$ cat config.mk
export PLATFORM = sky130hd
export DESIGN_NAME = vram_host_port
export DESIGN_NICKNAME = d
export VERILOG_FILES = /design/src/rtl/vram_host_port_pkg.sv /design/src/rtl/vram_host_regs.sv /design/src/rtl/vram_access_seq.sv /design/src/rtl/vram_host_port.sv
export SDC_FILE = /design/constraint.sdc
export NUM_CORES = 1
export LEC_CHECK = 0
export CORE_MARGIN = 2
export CORE_UTILIZATION = 35
export DETAILED_ROUTE_END_ITERATION = 12
export PLACE_DENSITY = 0.64
export SYNTH_ARGS = -nofsm -noshare
export SYNTH_HDL_FRONTEND = slang
export SYNTH_SLANG_ARGS = --single-unit
$ cat constraint.sdc
create_clock -name clk_i -period 3 [get_ports clk_i]
set_input_delay 0.9 -clock clk_i [delete_from_list [all_inputs] [get_ports clk_i]]
set_output_delay 0.9 -clock clk_i [all_outputs]
set_load 0.02 [all_outputs]
$ cat src/rtl/vram_host_port_pkg.sv
package vram_host_port_pkg;
  localparam int unsigned REG_WPTR   = 0;
  localparam int unsigned REG_RPTR   = 1;
  localparam int unsigned REG_LATCH  = 2;
  localparam int unsigned REG_RSVD_A = 3;
  localparam int unsigned REG_RSVD_B = 4;
  localparam int unsigned REG_CTRL   = 5;
  localparam int unsigned STRIDE_LSB = 11;
  localparam int unsigned BUSY_BIT   = 6;

  typedef enum logic [1:0] {STR_1, STR_32, STR_64, STR_128} stride_e;

  function automatic int unsigned stride_shift(stride_e s);
    case (s)
      STR_1:   return 0;
      STR_32:  return 5;
      STR_64:  return 6;
      default: return 7;
    endcase
  endfunction
endpackage

$ cat src/rtl/vram_host_regs.sv
module vram_host_regs
  import vram_host_port_pkg::*;
#(
  parameter int unsigned AW       = 16,
  parameter int unsigned IDX_W    = 5,
  parameter int unsigned NUM_REGS = 20
) (
  input  logic             clk_i,
  input  logic             rst_ni,
  input  logic             we_i,
  input  logic             re_i,
  input  logic             port_i,
  input  logic             hi_i,
  input  logic [7:0]       wdata_i,
  output logic [7:0]       rdata_o,
  input  logic             busy_i,
  input  logic [15:0]      latch_i,
  output logic [AW-1:0]    step_o,
  output logic             cfg_wr_o,
  output logic [IDX_W-1:0] cfg_idx_o,
  output logic [15:0]      cfg_data_o,
  output logic             wr_commit_o,
  output logic [AW-1:0]    wr_addr_o,
  output logic [15:0]      wr_data_o,
  output logic             rd_start_o,
  output logic [AW-1:0]    rd_ptr_o
);
  logic [IDX_W-1:0] idx_q;
  logic [7:0]       stage_q;
  logic [AW-1:0]    wr_ptr_q, rd_ptr_q;
  stride_e          stride_q;
  logic [15:0]      word;
  logic             hi_wr, hi_rd, idx_wr, is_rsvd, is_cfg;
  logic [7:0]       unused_idx_bits;

  assign unused_idx_bits = wdata_i;
  assign word    = {wdata_i, stage_q};
  assign hi_wr   = we_i && port_i && hi_i;
  assign hi_rd   = re_i && port_i && hi_i;
  assign idx_wr  = we_i && !port_i && !hi_i;
  assign is_rsvd = (int'(idx_q) == REG_RSVD_A) || (int'(idx_q) == REG_RSVD_B) ||
                   (int'(idx_q) >= NUM_REGS);
  assign is_cfg  = (int'(idx_q) >= REG_CTRL) && (int'(idx_q) < NUM_REGS);

  assign step_o      = AW'(1) << stride_shift(stride_q);
  assign wr_commit_o = hi_wr && (int'(idx_q) == REG_LATCH);
  assign wr_addr_o   = wr_ptr_q;
  assign wr_data_o   = word;
  assign rd_start_o  = (hi_wr && (int'(idx_q) == REG_RPTR)) ||
                       (hi_rd && (int'(idx_q) == REG_LATCH));
  assign rd_ptr_o    = rd_ptr_q;
  assign cfg_wr_o    = hi_wr && is_cfg;
  assign cfg_idx_o   = idx_q;
  assign cfg_data_o  = word;

  always_comb begin
    rdata_o = 8'h00;
    if (!port_i) begin
      if (!hi_i) rdata_o[BUSY_BIT] = busy_i;
    end else if (int'(idx_q) == REG_LATCH) begin
      rdata_o = hi_i ? latch_i[15:8] : latch_i[7:0];
    end
  end

  always_ff @(posedge clk_i or negedge rst_ni) begin
    if (!rst_ni) begin
      idx_q    <= '0;
      stage_q  <= '0;
      wr_ptr_q <= '0;
      rd_ptr_q <= '0;
      stride_q <= STR_1;
    end else begin
      if (idx_wr) idx_q <= wdata_i[IDX_W-1:0];
      if (we_i && port_i && !hi_i) stage_q <= wdata_i;
      if (hi_wr && !is_rsvd) begin
        case (int'(idx_q))
          REG_WPTR:  wr_ptr_q <= AW'(word);
          REG_RPTR:  rd_ptr_q <= AW'(word);
          REG_LATCH: wr_ptr_q <= wr_ptr_q + step_o;
          REG_CTRL:  stride_q <= stride_e'(word[STRIDE_LSB+:2]);
          default: ;
        endcase
      end
      if (hi_rd && (int'(idx_q) == REG_LATCH)) rd_ptr_q <= rd_ptr_q + step_o;
    end
  end

  a_r4_wr_ptr_advance: assert property (@(posedge clk_i) disable iff (!rst_ni)
    wr_commit_o |=> wr_ptr_q == $past(wr_ptr_q) + $past(step_o));
  a_r6_rd_ptr_advance: assert property (@(posedge clk_i) disable iff (!rst_ni)
    (hi_rd && int'(idx_q) == REG_LATCH) |=> rd_ptr_q == $past(rd_ptr_q) + $past(step_o));
  a_r10_rsvd_ignored: assert property (@(posedge clk_i) disable iff (!rst_ni)
    (hi_wr && is_rsvd) |=> ($stable(wr_ptr_q) && $stable(rd_ptr_q) && $stable(stride_q)));
  a_r7_step_onehot: assert property (@(posedge clk_i) disable iff (!rst_ni)
    $countones(step_o) == 1);
  a_r2_stage_no_effect: assert property (@(posedge clk_i) disable iff (!rst_ni)
    (we_i && port_i && !hi_i) |=> ($stable(wr_ptr_q) && $stable(rd_ptr_q)));
endmodule

$ cat src/rtl/vram_access_seq.sv
module vram_access_seq #(
  parameter int unsigned AW = 16,
  parameter int unsigned DW = 16
) (
  input  logic          clk_i,
  input  logic          rst_ni,
  input  logic          wr_commit_i,
  input  logic [AW-1:0] wr_addr_i,
  input  logic [DW-1:0] wr_data_i,
  input  logic          rd_start_i,
  input  logic [AW-1:0] rd_ptr_i,
  output logic          busy_o,
  output logic [DW-1:0] latch_o,
  output logic          vram_req_o,
  output logic          vram_we_o,
  output logic [AW-1:0] vram_addr_o,
  output logic [DW-1:0] vram_wdata_o,
  input  logic          vram_ack_i,
  input  logic [DW-1:0] vram_rdata_i
);
  logic          wr_pend_q, rd_pend_q, act_q, op_we_q;
  logic [AW-1:0] wr_addr_q, op_addr_q;
  logic [DW-1:0] wr_data_q, op_data_q, latch_q;

  assign busy_o       = wr_pend_q || rd_pend_q || act_q;
  assign latch_o      = latch_q;
  assign vram_req_o   = act_q;
  assign vram_we_o    = op_we_q;
  assign vram_addr_o  = op_addr_q;
  assign vram_wdata_o = op_data_q;

  // writes launch before reads so a fetch after a store sees the new word
  always_ff @(posedge clk_i or negedge rst_ni) begin
    if (!rst_ni) begin
      wr_pend_q <= 1'b0;
      rd_pend_q <= 1'b0;
      act_q     <= 1'b0;
      op_we_q   <= 1'b0;
      wr_addr_q <= '0;
      wr_data_q <= '0;
      op_addr_q <= '0;
      op_data_q <= '0;
      latch_q   <= '0;
    end else begin
      if (act_q) begin
        if (vram_ack_i) begin
          act_q <= 1'b0;
          if (!op_we_q) latch_q <= vram_rdata_i;
        end
      end else if (wr_pend_q) begin
        act_q     <= 1'b1;
        op_we_q   <= 1'b1;
        op_addr_q <= wr_addr_q;
        op_data_q <= wr_data_q;
        wr_pend_q <= 1'b0;
      end else if (rd_pend_q) begin
        act_q     <= 1'b1;
        op_we_q   <= 1'b0;
        op_addr_q <= rd_ptr_i;
        rd_pend_q <= 1'b0;
      end
      if (wr_commit_i) begin
        wr_pend_q <= 1'b1;
        wr_addr_q <= wr_addr_i;
        wr_data_q <= wr_data_i;
      end
      if (rd_start_i) rd_pend_q <= 1'b1;
    end
  end

  a_r13_req_hold: assert property (@(posedge clk_i) disable iff (!rst_ni)
    (vram_req_o && !vram_ack_i) |=> (vram_req_o && $stable(vram_addr_o) &&
                                     $stable(vram_we_o) && $stable(vram_wdata_o)));
  a_r9_busy_after_start: assert property (@(posedge clk_i) disable iff (!rst_ni)
    (wr_commit_i || rd_start_i) |=> busy_o);
  a_r9_busy_while_req: assert property (@(posedge clk_i) disable iff (!rst_ni)
    vram_req_o |-> busy_o);
endmodule

$ cat src/rtl/vram_host_port.sv
module vram_host_port #(
  parameter int unsigned AW       = 16,
  parameter int unsigned IDX_W    = 5,
  parameter int unsigned NUM_REGS = 20
) (
  input  logic             clk_i,
  input  logic             rst_ni,
  input  logic             bus_we_i,
  input  logic             bus_re_i,
  input  logic             bus_port_i,
  input  logic             bus_hi_i,
  input  logic [7:0]       bus_wdata_i,
  output logic [7:0]       bus_rdata_o,
  output logic [AW-1:0]    step_o,
  output logic             cfg_wr_o,
  output logic [IDX_W-1:0] cfg_idx_o,
  output logic [15:0]      cfg_data_o,
  output logic             vram_req_o,
  output logic             vram_we_o,
  output logic [AW-1:0]    vram_addr_o,
  output logic [15:0]      vram_wdata_o,
  input  logic             vram_ack_i,
  input  logic [15:0]      vram_rdata_i
);
  localparam int unsigned DW = 16;

  logic          busy, wr_commit, rd_start;
  logic [DW-1:0] latch, wr_data;
  logic [AW-1:0] wr_addr, rd_ptr;

  vram_host_regs #(.AW(AW), .IDX_W(IDX_W), .NUM_REGS(NUM_REGS)) regs_i (
    .clk_i       (clk_i),
    .rst_ni      (rst_ni),
    .we_i        (bus_we_i),
    .re_i        (bus_re_i),
    .port_i      (bus_port_i),
    .hi_i        (bus_hi_i),
    .wdata_i     (bus_wdata_i),
    .rdata_o     (bus_rdata_o),
    .busy_i      (busy),
    .latch_i     (latch),
    .step_o      (step_o),
    .cfg_wr_o    (cfg_wr_o),
    .cfg_idx_o   (cfg_idx_o),
    .cfg_data_o  (cfg_data_o),
    .wr_commit_o (wr_commit),
    .wr_addr_o   (wr_addr),
    .wr_data_o   (wr_data),
    .rd_start_o  (rd_start),
    .rd_ptr_o    (rd_ptr)
  );

  vram_access_seq #(.AW(AW), .DW(DW)) seq_i (
    .clk_i        (clk_i),
    .rst_ni       (rst_ni),
    .wr_commit_i  (wr_commit),
    .wr_addr_i    (wr_addr),
    .wr_data_i    (wr_data),
    .rd_start_i   (rd_start),
    .rd_ptr_i     (rd_ptr),
    .busy_o       (busy),
    .latch_o      (latch),
    .vram_req_o   (vram_req_o),
    .vram_we_o    (vram_we_o),
    .vram_addr_o  (vram_addr_o),
    .vram_wdata_o (vram_wdata_o),
    .vram_ack_i   (vram_ack_i),
    .vram_rdata_i (vram_rdata_i)
  );
endmodule

After elaboration in Yosys (flattened, before gate mapping)
Cells that the tools add are included.

word-level totals
  register bits = 131
  input bits = 31
  output and inout bits = 80
  logic and storage cells = 90

cells by class
  add/sub/neg operators = 2
  magnitude comparators = 3
  eq/ne operators = 10
  shifts and indexed selects = 1
  muxes and demuxes = 24
  bitwise logic cells = 2
  reduce and logical (&&, ||, !) cells = 34

operator list
  kind                                                  number
  2-to-1 mux 16 bit                                     5
  adder 16 bit                                          2
  one-hot mux 16 bit (2 select lines)                   1
  2-to-1 mux 8 bit                                      2
  left shift 1 x 3 -> 16 bit (first input constant)     1
  2-to-1 mux 1 bit                                      14
  logical AND 1 bit                                     13
  AND reduction 2 bit                                   6
  == test 5 x 2 -> 1 bit (second input constant)        2
  == test 5 x 3 -> 1 bit (second input constant)        2
  one-hot mux 3 bit (3 select lines)                    1
  nonzero test 2 bit                                    4
  2-to-1 mux 6 bit                                      1
  != test 2 bit (second input constant)                 3
  == test 5 x 1 -> 1 bit (second input constant)        1
  >= comparator 5 x 3 -> 1 bit (second input constant)  1
  >= comparator 5 bit (second input constant)           1
  logical NOT 5 bit                                     1
  logical OR 1 bit                                      5
  < comparator 5 bit (second input constant)            1
  logical NOT 1 bit                                     3
  AND reduction 3 bit                                   1
  == test 2 x 1 -> 1 bit (second input constant)        1
  == test 2 bit (second input constant)                 1
  other kinds (2)                                       3

Logic depth before layout (Yosys ltp)
  depth after elaboration = 7
  gate-level depth with buffers = 10
  mapped depth without buffers = 10

Modules after synthesis
From an unflattened synthesis, not the netlist that was laid out.

second synthesis, totals
  cell total of the unflattened synthesis = 584
  area total of the unflattened synthesis = 6683.9 µm²

modules (own cells, without submodules)
  module           instances  cells an instance  area each (µm²)  sequential area each (µm²)
  vram_access_seq  1          225                3390.8           2102.0
  vram_host_regs   1          359                3293.2           1176.1

Worst setup path before layout
Ideal clock, no wire load.

  path kind = input port to output port
  start point = in bus_hi_i
  end point = out bus_rdata_o[6]
  data arrival time = 1884 ps
  data required time = 2100 ps
  setup slack = 216 ps
  stages on the path = 4
  path buffers = 1
  cells stage by stage = buf_1 > mux2_2 > nand3_1 > o31ai_1

between the ends
  word-level cells in the longest chain between the ends = 3
  elaborated cells between the ends (all ways) = 4
  those cells by class = 4 x mux

RTL lines
  element               line                  text
  start, declared       vram_host_port.sv:11  input logic bus_hi_i,
  2-to-1 mux 8 bit      vram_host_regs.sv:61  rdata_o = hi_i ? latch_i[15:8] : latch_i[7:0];
  2-to-1 mux 8 bit      vram_host_regs.sv:60  end else if (int'(idx_q) == REG_LATCH) begin
  2-to-1 mux 1 bit (*)  vram_host_regs.sv:58  if (!port_i) begin
  end, declared         vram_host_port.sv:13  output logic [7:0] bus_rdata_o,

Every way passes the cells marked *; elsewhere a longest branch is shown, timed or not.

Worst setup path in the final report
  start point = in bus_wdata_i[0]
  end point = out cfg_data_o[8]

RTL lines
  element          line                  text
  start, declared  vram_host_port.sv:12  input logic [7:0] bus_wdata_i,
  end, declared    vram_host_port.sv:17  output logic [15:0] cfg_data_o,

No word-level cell between the ends.

==> flow_metrics.tcl <==
set metrics [dict create \
    worst_clock_skew_ns 0.00807 \
    ir_drop_mv 0.461 \
    cts_buffers 17 \
    worstMarginPinSlew_ns 0.610 \
    outcome "finished, final reports clean" \
    clk_latency_ns 0.42 \
    cts_buffer_depth 2 \
    p_int_mw 4.72 \
    max_freq_mhz 343 \
    switching_power_mw 2.41 \
    clock_power_share_pct 29.3 \
    relSlewSlack_pct 59.3 \
    area_growth_syn_to_layout_pct 30.9 \
    post_cts_buffers 0 \
    via_per_inst 5.25 \
    antenna-diode-count 0 \
    period_share_pct 97.2 \
    crit_arrival_ns 2.02 \
    io_buffers 98 \
    root_buffer "clkbuf_16" \
    clock-sinks 131 \
    regToRegSetupSlack_ns 0.48 \
    synth.distinct_cells 56 \
    startpoint "bus_wdata_i[0]" \
    drt-wirelength-per-cell_um 17.9 \
    cap_violations 0 \
    synth_top_cell_area_share_pct 51.2 \
    cp.depth 2 \
    endpoint_kind "primary output" \
    avgSynthCellArea_um2 11.2 \
    num_vias 4944 \
    grt_pass1_wl_um 26900 \
    cp_common_cell "clkdlybuf4s50_1" \
    drive_gt1_share_pct 23.2 \
    met1_length_um 7300 \
    place_inst 909 \
    dr.first_iter.drc_count 396 \
    critPathMaxStageDelay_ns 0.61 \
    path_buf_inv 2 \
    r2r-end "regs_i.wr_addr_o[11]$_DFFE_PN0P_" \
    combPwrFrac_pct 30.7 \
    wl_met2_um 8190 \
    fin_cells 941 \
    holdWs_ns 0.481 \
    ys_seq_elements 131 \
    synth-edff-count 0 \
    finalSetupViolations 0 \
    routed_wirelength_um 16800 \
    grt_pass1_vias 5074 \
    routed.top_layer "met4" \
    wl_met3_um 913 \
    place_worst_setup_slack_ns -0.443 \
    timing.final.ws_setup_ns 0.0825 \
    p_sw_share_pct 33.8 \
    maxSlewViolCount 0 \
    cts_tree "yes" \
    dp_hpwl_um 12200 \
    yosys.area.top_type "dfrtp_1" \
    cpMaxStageDelayCell "clkdlybuf4s50_1" \
    worstRegToRegCells 8 \
    synth-async-reset-ratio_pct 100 \
    start_util_pct 35.7 \
    critical_path.top_delay_family "buffers and inverters" \
    route.detailed.drc 0 \
    h-tree-depth 4 \
    grt_overflow 0 \
    track_usage_pct 17.7 \
    synthTopCellsByArea "dfrtp_1 51%, mux2_2 13%, mux2i_1 3.9%, nand2_1 3.0%, ha_1 2.7%" \
    worstSetupEndpoint "cfg_data_o[8]" \
    crit_type "in -> out" \
    ioPinCount 111 \
    antenna_found_initial 0 \
    r2r_start "regs_i.stride_q[1]$_DFFE_PN0P_" \
    final_core_util_pct 46.7 \
    powerDensity_nw_per_um2 850 \
    dpl_cell_area_um2 7810 \
    period_minus_slack_ns 2.92 \
    rsz0062_at_grt "no" \
    cts.clk_slew.worst_paths_ns 0.06 \
    crit_fanout 2 \
    core.rowCount 49 \
    path_cells "clkdlybuf4s50_1, clkdlybuf4s50_1" \
    hp-class "reg -> reg" \
    synth-seq-area-share_pct 51.2 \
    grt_max_degree 49 \
    power_leakage_nw 3.81 \
    firstDrtPassIters 6 \
    syn_area_um2 6410 \
    seqPwrFrac_pct 40.0 \
    core_region_area_um2 18000 \
    nNetsFinal 746 \
    startpoint_type "input pin" \
    hold_viol_final 0 \
    fp.dieH_um 139 \
    ys.flop_type "dfrtp_1" \
    die_x_um 139 \
    ant_nets 0 \
    dieArea_um2 19400 \
    place.gp.congestion 0.878 \
    synthCells 570 \
    fin_area_um2 8390 \
    yosysWarningCount 0 \
    required_ns 2.10 \
]
[flip-flops by register name, indices dropped and copies added, names as in the netlist]
register / flops
regs_i.wr_addr_o: 16
seq_i.wr_pend_q: 1
seq_i.wr_addr_q: 16
seq_i.vram_wdata_o: 16
seq_i.vram_we_o: 1
seq_i.rd_pend_q: 1
regs_i.cfg_idx_o: 5
regs_i.stage_q: 8
seq_i.wr_data_q: 16
regs_i.rd_ptr_o: 16
seq_i.vram_req_o: 1
seq_i.latch_o: 16
regs_i.stride_q: 2
seq_i.vram_addr_o: 16
[synth_stat cells, types with 10 or more instances]
cell / count
nor2_1: 35
inv_1: 10
dfrtp_1: 131
nand2_1: 51
ha_1: 14
a21oi_1: 24
mux2i_1: 25
buf_4: 20
clkbuf_1: 14
mux2_2: 75
o21ai_0: 34
[power groups by stage]
stage               clock [mW]  combinational (mW)  sequential [mW]
finish                    2.09                2.19             2.85
global route              2.21                2.40             2.92
CTS                       2.14                2.20             2.84
detailed placement           0                2.18             2.87
global placement             0                2.11             2.84
floorplan                    0                1.21             2.90
[layer usage]
layer / vias to the layer above / track usage [%]
li1: 2276 / -
met1: 2449 / 22.3
met2: 184 / 29.4
met3: 35 / 4.03
met4: 0 / 7.44
met5: - / 0
[metrics by stage]
| stage | TNS, ns | total power [mW] |
|---|---|---|
| CTS | -0.0887 | 7.17 |
| global placement | -3.69 | 4.95 |
| global route | 0 | 7.53 |
| finish | 0 | 7.13 |
| detailed placement | -3.71 | 5.05 |
| floorplan | 0 | 4.11 |
[cell usage in the layout, fill, tap and decap left out, types with 3 or more instances in the layout]
cell type	netlist	routed
dfrtp_1	131	131
clkdlybuf4s50_1	0	87
mux2_2	75	75
nand2_1	51	50
nor2_1	35	35
buf_4	20	35
o21ai_0	34	34
mux2i_1	25	25
a21oi_1	24	24
conb_1	2	20
clkbuf_16	0	17
ha_1	14	14
inv_1	10	10
nand3_1	9	9
buf_2	9	9
a211oi_1	8	8
a311oi_1	8	8
nor3_1	7	7
o22ai_1	7	7
nand4_1	6	6
a31oi_1	6	6
and4_1	5	5
xnor2_1	5	5
a21o_1	5	5
a22oi_1	5	5
nor2b_1	4	4
and2_1	4	4
and3_1	5	4
clkinvlp_4	0	4
xor2_1	3	3
nor3b_1	3	3
mux2_1	3	3
clkinv_4	0	3
buf_12	0	3
[area by class of cell]
type                            count  area [um2]
Inverter                           10        37.5
Fill cell                        1625        9580
Timing Repair Buffer              137        1280
Clock inverter                     13         150
Tap cell                          229         287
Sequential cell                   131        3280
Clock buffer                       19         453
Multi-Input combinational cell    402        2900
[cells by family (layout without fill, tap and decap cells)]
family          after synthesis  count (layout)  share of synthesized area [%]
flops                       131             131                           51.2
compound gates              114             114                           11.3
fa+ha+maj                    16              16                           3.36
other cells                   2              20                          0.117
xor+xnor                      8               8                           1.09
simple gates                141             141                           10.7
mux                         103             103                           17.6
buf+inv                      55             179                           4.69
[worst min-delay path by stage]
| stage | from | end | slack [ns] | cells after the start |
|---|---|---|---|---|
| 2_1_floorplan | seq_i.wr_addr_q[1]$_DFFE_PN0P_ | seq_i.wr_addr_q[1]$_DFFE_PN0P_ | 0.45 | 2 |
| 3_3_place_gp | seq_i.wr_addr_q[1]$_DFFE_PN0P_ | seq_i.wr_addr_q[1]$_DFFE_PN0P_ | 0.46 | 2 |
| 3_5_place_dp | seq_i.wr_addr_q[1]$_DFFE_PN0P_ | seq_i.wr_addr_q[1]$_DFFE_PN0P_ | 0.47 | 2 |
| 4_1_cts | seq_i.wr_addr_q[1]$_DFFE_PN0P_ | seq_i.wr_addr_q[1]$_DFFE_PN0P_ | 0.49 | 2 |
| 5_1_grt | seq_i.vram_addr_o[14]$_DFFE_PN0P_ | seq_i.vram_addr_o[14]$_DFFE_PN0P_ | 0.51 | 2 |
| 6_report | seq_i.wr_addr_q[1]$_DFFE_PN0P_ | seq_i.wr_addr_q[1]$_DFFE_PN0P_ | 0.48 | 2 |
[repair_timing]
item / 4_1_cts / 5_1_grt
gates cloned: 0 / 0
setup endpoints to repair: 9 / 9
hold buffers: 0 / 0
resized for setup: 39 / 5
Power figures use the tool's default switching activity.
